===== src/rtl/sbc_pkg.sv =====
package sbc_pkg;

   // Bit positions inside the control register
   localparam int CTRL_B_CHR_SPLIT = 4;   // 1: two 4K character windows
   localparam int CTRL_B_PRG_SPLIT = 3;   // 1: two independent 16K program windows
   localparam int CTRL_B_LOW_SWAP  = 2;   // 1: bank at 0x8000, fixed last at 0xC000

   // Value forced into control on an abort, and control reset value
   localparam int CTRL_FORCE_VAL   = 12;

   typedef enum logic [1:0] {
      SEL_CTRL = 2'd0,
      SEL_CHR0 = 2'd1,
      SEL_CHR1 = 2'd2,
      SEL_PRG  = 2'd3
   } sbc_sel_e;

   typedef enum logic [1:0] {
      MIR_ONE_LO = 2'd0,
      MIR_ONE_HI = 2'd1,
      MIR_VERT   = 2'd2,
      MIR_HORZ   = 2'd3
   } sbc_mirror_e;

   localparam int NUM_REGS = 4;

   function automatic int reg_reset_val(input int idx);
      return (idx == int'(SEL_CTRL)) ? CTRL_FORCE_VAL : 0;
   endfunction

endpackage


===== src/rtl/sbc_shift_loader.sv =====
module sbc_shift_loader #(
   parameter int REG_W = 5,
   parameter int CNT_W = $clog2(REG_W + 1)
) (
   input  logic             clk,
   input  logic             rst_n,
   input  logic             clr_i,
   input  logic             wr_i,
   input  logic             abort_i,
   input  logic             bit_i,
   output logic             commit_o,
   output logic [REG_W-1:0] word_o,
   output logic [CNT_W-1:0] cnt_o
);

   localparam logic [CNT_W-1:0] LAST_IDX = CNT_W'(REG_W - 1);

   logic [REG_W-1:0] buf_q;
   logic [CNT_W-1:0] cnt_q;
   logic             take;
   logic             last;

   assign last     = (cnt_q == LAST_IDX);
   assign take     = wr_i & ~abort_i & ~clr_i;
   assign commit_o = take & last;
   assign word_o   = buf_q | (REG_W'(bit_i) << cnt_q);
   assign cnt_o    = cnt_q;

   always_ff @(posedge clk or negedge rst_n) begin
      if (!rst_n) begin
         buf_q <= '0;
         cnt_q <= '0;
      end else if (clr_i || (wr_i && abort_i)) begin
         buf_q <= '0;
         cnt_q <= '0;
      end else if (take) begin
         if (last) begin
            buf_q <= '0;
            cnt_q <= '0;
         end else begin
            buf_q <= word_o;
            cnt_q <= cnt_q + CNT_W'(1);
         end
      end
   end

endmodule


===== src/rtl/sbc_reg_bank.sv =====
module sbc_reg_bank
   import sbc_pkg::*;
#(
   parameter int REG_W = 5
) (
   input  logic             clk,
   input  logic             rst_n,
   input  logic             clr_i,
   input  logic             abort_i,
   input  logic             commit_i,
   input  logic [1:0]       sel_i,
   input  logic [REG_W-1:0] word_i,
   output logic [REG_W-1:0] ctrl_o,
   output logic [REG_W-1:0] chr0_o,
   output logic [REG_W-1:0] chr1_o,
   output logic [REG_W-1:0] prg_o
);

   localparam logic [REG_W-1:0] FORCE_BITS = REG_W'(CTRL_FORCE_VAL);

   logic [REG_W-1:0] regs_q [NUM_REGS];

   for (genvar gi = 0; gi < NUM_REGS; gi++) begin : g_reg
      localparam logic [REG_W-1:0] RST_VAL   = REG_W'(reg_reset_val(gi));
      localparam bit               IS_CTRL   = (gi == int'(SEL_CTRL));
      localparam bit               CLR_HIT   = (gi == int'(SEL_CTRL)) || (gi == int'(SEL_PRG));

      always_ff @(posedge clk or negedge rst_n) begin
         if (!rst_n) begin
            regs_q[gi] <= RST_VAL;
         end else if (clr_i) begin
            if (CLR_HIT) regs_q[gi] <= RST_VAL;
         end else if (commit_i && (sel_i == 2'(gi))) begin
            regs_q[gi] <= word_i;
         end else if (IS_CTRL && abort_i) begin
            regs_q[gi] <= regs_q[gi] | FORCE_BITS;
         end
      end
   end

   assign ctrl_o = regs_q[SEL_CTRL];
   assign chr0_o = regs_q[SEL_CHR0];
   assign chr1_o = regs_q[SEL_CHR1];
   assign prg_o  = regs_q[SEL_PRG];

endmodule


===== src/rtl/sbc_bank_map.sv =====
module sbc_bank_map
   import sbc_pkg::*;
#(
   parameter int REG_W   = 5,
   parameter int PRG_W   = 4,
   parameter bit OUT_REG = 1'b1
) (
   input  logic             clk,
   input  logic             rst_n,
   input  logic [REG_W-1:0] ctrl_i,
   input  logic [REG_W-1:0] chr0_i,
   input  logic [REG_W-1:0] chr1_i,
   input  logic [REG_W-1:0] prg_i,
   output logic [PRG_W-1:0] prg_lo_o,
   output logic [PRG_W-1:0] prg_hi_o,
   output logic [REG_W-1:0] chr_lo_o,
   output logic [REG_W-1:0] chr_hi_o,
   output logic [1:0]       mirror_o
);

   localparam logic [PRG_W-1:0] PRG_LAST = {PRG_W{1'b1}};

   logic [PRG_W-1:0] bank;
   logic [PRG_W-1:0] prg_lo_d, prg_hi_d;
   logic [REG_W-1:0] chr_lo_d, chr_hi_d;
   logic [1:0]       mirror_d;

   assign bank = prg_i[PRG_W-1:0];

   always_comb begin
      if (!ctrl_i[CTRL_B_PRG_SPLIT]) begin
         prg_lo_d = {bank[PRG_W-1:1], 1'b0};
         prg_hi_d = {bank[PRG_W-1:1], 1'b1};
      end else if (ctrl_i[CTRL_B_LOW_SWAP]) begin
         prg_lo_d = bank;
         prg_hi_d = PRG_LAST;
      end else begin
         prg_lo_d = '0;
         prg_hi_d = bank;
      end
   end

   always_comb begin
      if (ctrl_i[CTRL_B_CHR_SPLIT]) begin
         chr_lo_d = chr0_i;
         chr_hi_d = chr1_i;
      end else begin
         chr_lo_d = {chr0_i[REG_W-1:1], 1'b0};
         chr_hi_d = {chr0_i[REG_W-1:1], 1'b1};
      end
   end

   assign mirror_d = ctrl_i[1:0];

   if (OUT_REG) begin : g_out_reg
      always_ff @(posedge clk or negedge rst_n) begin
         if (!rst_n) begin
            prg_lo_o <= '0;
            prg_hi_o <= PRG_LAST;
            chr_lo_o <= '0;
            chr_hi_o <= REG_W'(1);
            mirror_o <= MIR_ONE_LO;
         end else begin
            prg_lo_o <= prg_lo_d;
            prg_hi_o <= prg_hi_d;
            chr_lo_o <= chr_lo_d;
            chr_hi_o <= chr_hi_d;
            mirror_o <= mirror_d;
         end
      end
   end else begin : g_out_comb
      assign prg_lo_o = prg_lo_d;
      assign prg_hi_o = prg_hi_d;
      assign chr_lo_o = chr_lo_d;
      assign chr_hi_o = chr_hi_d;
      assign mirror_o = mirror_d;
   end

endmodule


===== src/rtl/serial_bank_ctrl.sv =====
module serial_bank_ctrl
   import sbc_pkg::*;
#(
   parameter int ADDR_W  = 16,
   parameter int DATA_W  = 8,
   parameter int REG_W   = 5,
   parameter int PRG_W   = 4,
   parameter bit OUT_REG = 1'b1
) (
   input  logic              clk,
   input  logic              rst_n,
   input  logic              mode_en,
   input  logic              ser_clear,
   input  logic              wr_en,
   input  logic [ADDR_W-1:0] wr_addr,
   input  logic [DATA_W-1:0] wr_data,
   output logic [PRG_W-1:0]  prg_bank_lo,
   output logic [PRG_W-1:0]  prg_bank_hi,
   output logic [REG_W-1:0]  chr_bank_lo,
   output logic [REG_W-1:0]  chr_bank_hi,
   output logic [1:0]        mirror_mode
);

   localparam int CNT_W   = $clog2(REG_W + 1);
   localparam int WIN_BIT = ADDR_W - 1;
   localparam int SEL_HI  = ADDR_W - 2;
   localparam int SEL_LO  = ADDR_W - 3;
   localparam int ABT_BIT = DATA_W - 1;

   if (REG_W < 5) begin : g_chk_reg_w
      $error("serial_bank_ctrl: REG_W must be at least 5");
   end
   if (PRG_W < 2 || PRG_W > REG_W) begin : g_chk_prg_w
      $error("serial_bank_ctrl: PRG_W must lie in 2..REG_W");
   end
   if (ADDR_W < 4) begin : g_chk_addr_w
      $error("serial_bank_ctrl: ADDR_W too small");
   end
   if (DATA_W < 2) begin : g_chk_data_w
      $error("serial_bank_ctrl: DATA_W too small");
   end

   logic             wr_hit;
   logic             abort_go;
   logic             commit;
   logic [REG_W-1:0] word;
   logic [CNT_W-1:0] ld_cnt;
   logic [REG_W-1:0] ctrl_w, chr0_w, chr1_w, prg_w;

   assign wr_hit   = wr_en & mode_en & wr_addr[WIN_BIT];
   assign abort_go = wr_hit & wr_data[ABT_BIT] & ~ser_clear;

   sbc_shift_loader #(
      .REG_W (REG_W),
      .CNT_W (CNT_W)
   ) u_loader (
      .clk      (clk),
      .rst_n    (rst_n),
      .clr_i    (ser_clear),
      .wr_i     (wr_hit),
      .abort_i  (wr_data[ABT_BIT]),
      .bit_i    (wr_data[0]),
      .commit_o (commit),
      .word_o   (word),
      .cnt_o    (ld_cnt)
   );

   sbc_reg_bank #(
      .REG_W (REG_W)
   ) u_regs (
      .clk      (clk),
      .rst_n    (rst_n),
      .clr_i    (ser_clear),
      .abort_i  (abort_go),
      .commit_i (commit),
      .sel_i    (wr_addr[SEL_HI:SEL_LO]),
      .word_i   (word),
      .ctrl_o   (ctrl_w),
      .chr0_o   (chr0_w),
      .chr1_o   (chr1_w),
      .prg_o    (prg_w)
   );

   sbc_bank_map #(
      .REG_W   (REG_W),
      .PRG_W   (PRG_W),
      .OUT_REG (OUT_REG)
   ) u_map (
      .clk      (clk),
      .rst_n    (rst_n),
      .ctrl_i   (ctrl_w),
      .chr0_i   (chr0_w),
      .chr1_i   (chr1_w),
      .prg_i    (prg_w),
      .prg_lo_o (prg_bank_lo),
      .prg_hi_o (prg_bank_hi),
      .chr_lo_o (chr_bank_lo),
      .chr_hi_o (chr_bank_hi),
      .mirror_o (mirror_mode)
   );

endmodule


===== config.mk =====
export PLATFORM = sky130hd
export DESIGN_NAME = serial_bank_ctrl
export DESIGN_NICKNAME = d
export VERILOG_FILES = /design/src/rtl/sbc_pkg.sv /design/src/rtl/sbc_shift_loader.sv /design/src/rtl/sbc_reg_bank.sv /design/src/rtl/sbc_bank_map.sv /design/src/rtl/serial_bank_ctrl.sv
export SDC_FILE = /design/constraint.sdc
export NUM_CORES = 1
export LEC_CHECK = 0
export BUFFER_PORTS_ARGS = -buffer_cell sky130_fd_sc_hd__buf_2
export CAP_MARGIN = 20
export CORE_ASPECT_RATIO = 0.9
export CORE_UTILIZATION = 45
export DETAILED_ROUTE_END_ITERATION = 8
export PLACE_DENSITY = 0.72
export SETUP_SLACK_MARGIN = 0.05
export SYNTH_ARGS = -nofsm -noshare
export SYNTH_HDL_FRONTEND = slang
export SYNTH_HIERARCHICAL = 1
export SYNTH_SLANG_ARGS = --single-unit

===== constraint.sdc =====
create_clock -name clk -period 1.6 [get_ports clk]
set_clock_uncertainty 0.05 [all_clocks]
set_input_delay 0.08 -clock clk [delete_from_list [all_inputs] [get_ports clk]]
set_output_delay 0.08 -clock clk [all_outputs]
set_load 0.02 [all_outputs]

==> impl_metrics.json <==
{
  "seq_power_share_pct": 52.1,
  "grt_max_degree": 48,
  "reg2reg_slack_ns": -0.05,
  "final_cells": 239,
  "critPathCaptureType": "register",
  "highest-signal-layer": "met4",
  "fin_ws_ns": -0.04933,
  "cts_sinks": 47,
  "fin_nets": 221,
  "tightest_slew_ns": 0.4837,
  "clkPwrFrac_pct": 43.8,
  "dr_wl_met3_um": 141,
  "post_route_cells_drive_above_1_share_pct": 45.03,
  "period_share_pct": 103.1,
  "reg2reg_to": "u_regs/chr0_o[1]$_DFFE_PN0P_",
  "fin_crit_ns": 1.649,
  "io_pins": 49,
  "drt_iter0_drc": 31,
  "dp.cells": 227,
  "slew_violations": 0,
  "total_power_mw": 2.285,
  "port_buffers": 29,
  "drt.antenna.violating_nets": 0,
  "worstPathArrival_ns": 1.78,
  "syn_area_sq_um": 1964,
  "syn-num-nets": 174,
  "numCtsBuffers": 5,
  "die-area_sq_um": 4634,
  "avgRoutedWirePerCell_um": 14.81,
  "criticalPathCategory": "reg -> reg",
  "reg2reg_from": "u_loader/cnt_o[0]$_DFFE_PN0P_",
  "grt_pass1_vias": 1241,
  "crit_path_start": "u_loader/cnt_o[0]$_DFFE_PN0P_",
  "wl_met2_mm": 1.798,
  "peakVddDrop_mv": 0.3967,
  "cap_violations": 0,
  "grt_usage_pct": 17.66,
  "finalSetupViolCount": 10,
  "powerDensity_nw_per_um2": 935.1,
  "r2r_cells": 6,
  "pre_cts_ws_ns": -0.1237,
  "required_ns": 1.73,
  "dpl.hpwl_mm": 2.431,
  "coreArea_sq_um": 4129,
  "vias": 1220,
  "row_count": 22,
  "n_antenna_cell": 0,
  "yosysWarningCount": 6,
  "cp-start-kind": "register",
  "root_buffer": "clkbuf_8",
  "setup.worst_path.end": "u_regs/chr0_o[1]$_DFFE_PN0P_",
  "clkLatencyLatePin_ns": 0.30,
  "wirelength_mm": 3.540,
  "place_congestion": 0.7863,
  "die_x_um": 71.65,
  "clockBufferDepth": 2,
  "syn_area_per_cell_sq_um": 13.74,
  "grt_first_pass_wirelength_mm": 6.044,
  "power_frac_comb_pct": 4.2,
  "areaGrowthSynthToFinish_pct": 24.39,
  "p_int_mw": 1.851,
  "tritoncts": "built",
  "final_cell_mix": "dfrtp_1 (40), buf_2 (29), nand2b_1 (17)",
  "m1WireLength_mm": 1.552,
  "clk_pin_slew_ns": 0.09,
  "p_leak_nw": 1.190,
  "power.switching_mw": 0.4339,
  "hold_depth": 3,
  "syn-instance-count": 143,
  "start_util_pct": 47.58,
  "hp-start": "wr_addr[13]",
  "path_max_fanout": 5,
  "outcome": "finished, violations left",
  "final_common_cell": "dfrtp_1",
  "drtPass1Iterations": 6,
  "remaining_drc_errors": 0,
  "hold_path_class": "in -> reg",
  "slew_headroom_pct": 67.63,
  "antenna_found_initial": 0,
  "overflow": 0,
  "switching_share_pct": 18.99,
  "final-hold-violation-count": 0,
  "grt_setup_unrepaired": "yes",
  "die_h_um": 64.68,
  "via_per_inst": 5.105,
  "cts_max_level": 2,
  "violations": "negative setup slack",
  "timing.fmax_mhz": 606.3
}
## metal layers
layer / GRT usage, % / up-vias
met5: 0 / -
met4: 6.618 / 0
met3: 4.666 / 5
met2: 29.95 / 34
met1: 21.64 / 599
li1: - / 582
## critical path, stage by stage, from the launching register on
cell	delay, ns
dfrtp_1	0.39
inv_2	0.09
ha_4	0.16
nand2_4	0.05
nor2_4	0.12
and4bb_4	0.34
mux2_4	0.32
## flip-flops by register name, summed over array words and instances, names as in the netlist
name / count
u_map/prg_lo_o: 4
u_map/mirror_o: 2
u_map/chr_lo_o: 5
u_loader/buf_q: 5
u_regs/chr1_o: 5
u_map/chr_hi_o: 5
u_regs/ctrl_o: 5
u_regs/chr0_o: 5
u_loader/cnt_o: 3
u_regs/prg_o: 4
u_map/prg_hi_o: 4
## worst min path at each step
stage,end,slack [ns]
global placement,u_map/prg_lo_o[2]$_DFF_PN0_,0.02
detailed placement,u_map/prg_lo_o[3]$_DFF_PN0_,0.03
global route,u_regs/ctrl_o[3]$_DFFE_PN1P_,0.07
finish,u_regs/ctrl_o[3]$_DFFE_PN1P_,0.06
floorplan,u_loader/buf_q[0]$_DFFE_PN0P_,-0.27
CTS,u_regs/ctrl_o[3]$_DFFE_PN1P_,0.05
## metrics by stage
| stage | area (sq um) | hold WS, ns | TNS [ns] | util (%) |
|---|---|---|---|---|
| 5_1_grt | 2444 | 0.06578 | -0.8367 | 59.18 |
| 4_1_cts | 2432 | 0.05411 | -0.2559 | 58.91 |
| 6_report | 2444 | 0.05933 | -0.3673 | 59.18 |
| 2_1_floorplan | 1982 | -0.2656 | -0.5426 | - |
| 3_5_place_dp | 2257 | 0.02723 | -1.554 | 54.67 |
| 3_3_place_gp | 2257 | 0.02391 | -0.7790 | 54.67 |
## repair_timing
item                       CTS  global route
hold endpoints to repair    47             0
setup endpoints to repair   19            19
buffers inserted             2             1
hold buffers                 1             0
pin swaps                    3             0
gates resized for setup      5             1
## power groups by stage
stage	Combinational [mW]	Clock [mW]	Sequential [mW]
floorplan	0.0299	0	1.21
detailed placement	0.0905	0	1.21
global placement	0.0859	0	1.21
finish	0.0950	1.00	1.19
CTS	0.0964	1.02	1.19
global route	0.107	1.07	1.19
## cell type report
class / instances / area, sq um
multi-input combinational: 91 / 797.0
inverter: 3 / 11.26
clock buffer: 6 / 72.57
fill: 328 / 1685
timing repair buffer: 42 / 257.7
sequential: 47 / 1185
tap: 48 / 60.06
clock inverter: 2 / 60.06
Note: power is estimated with default switching activity, not from simulation.
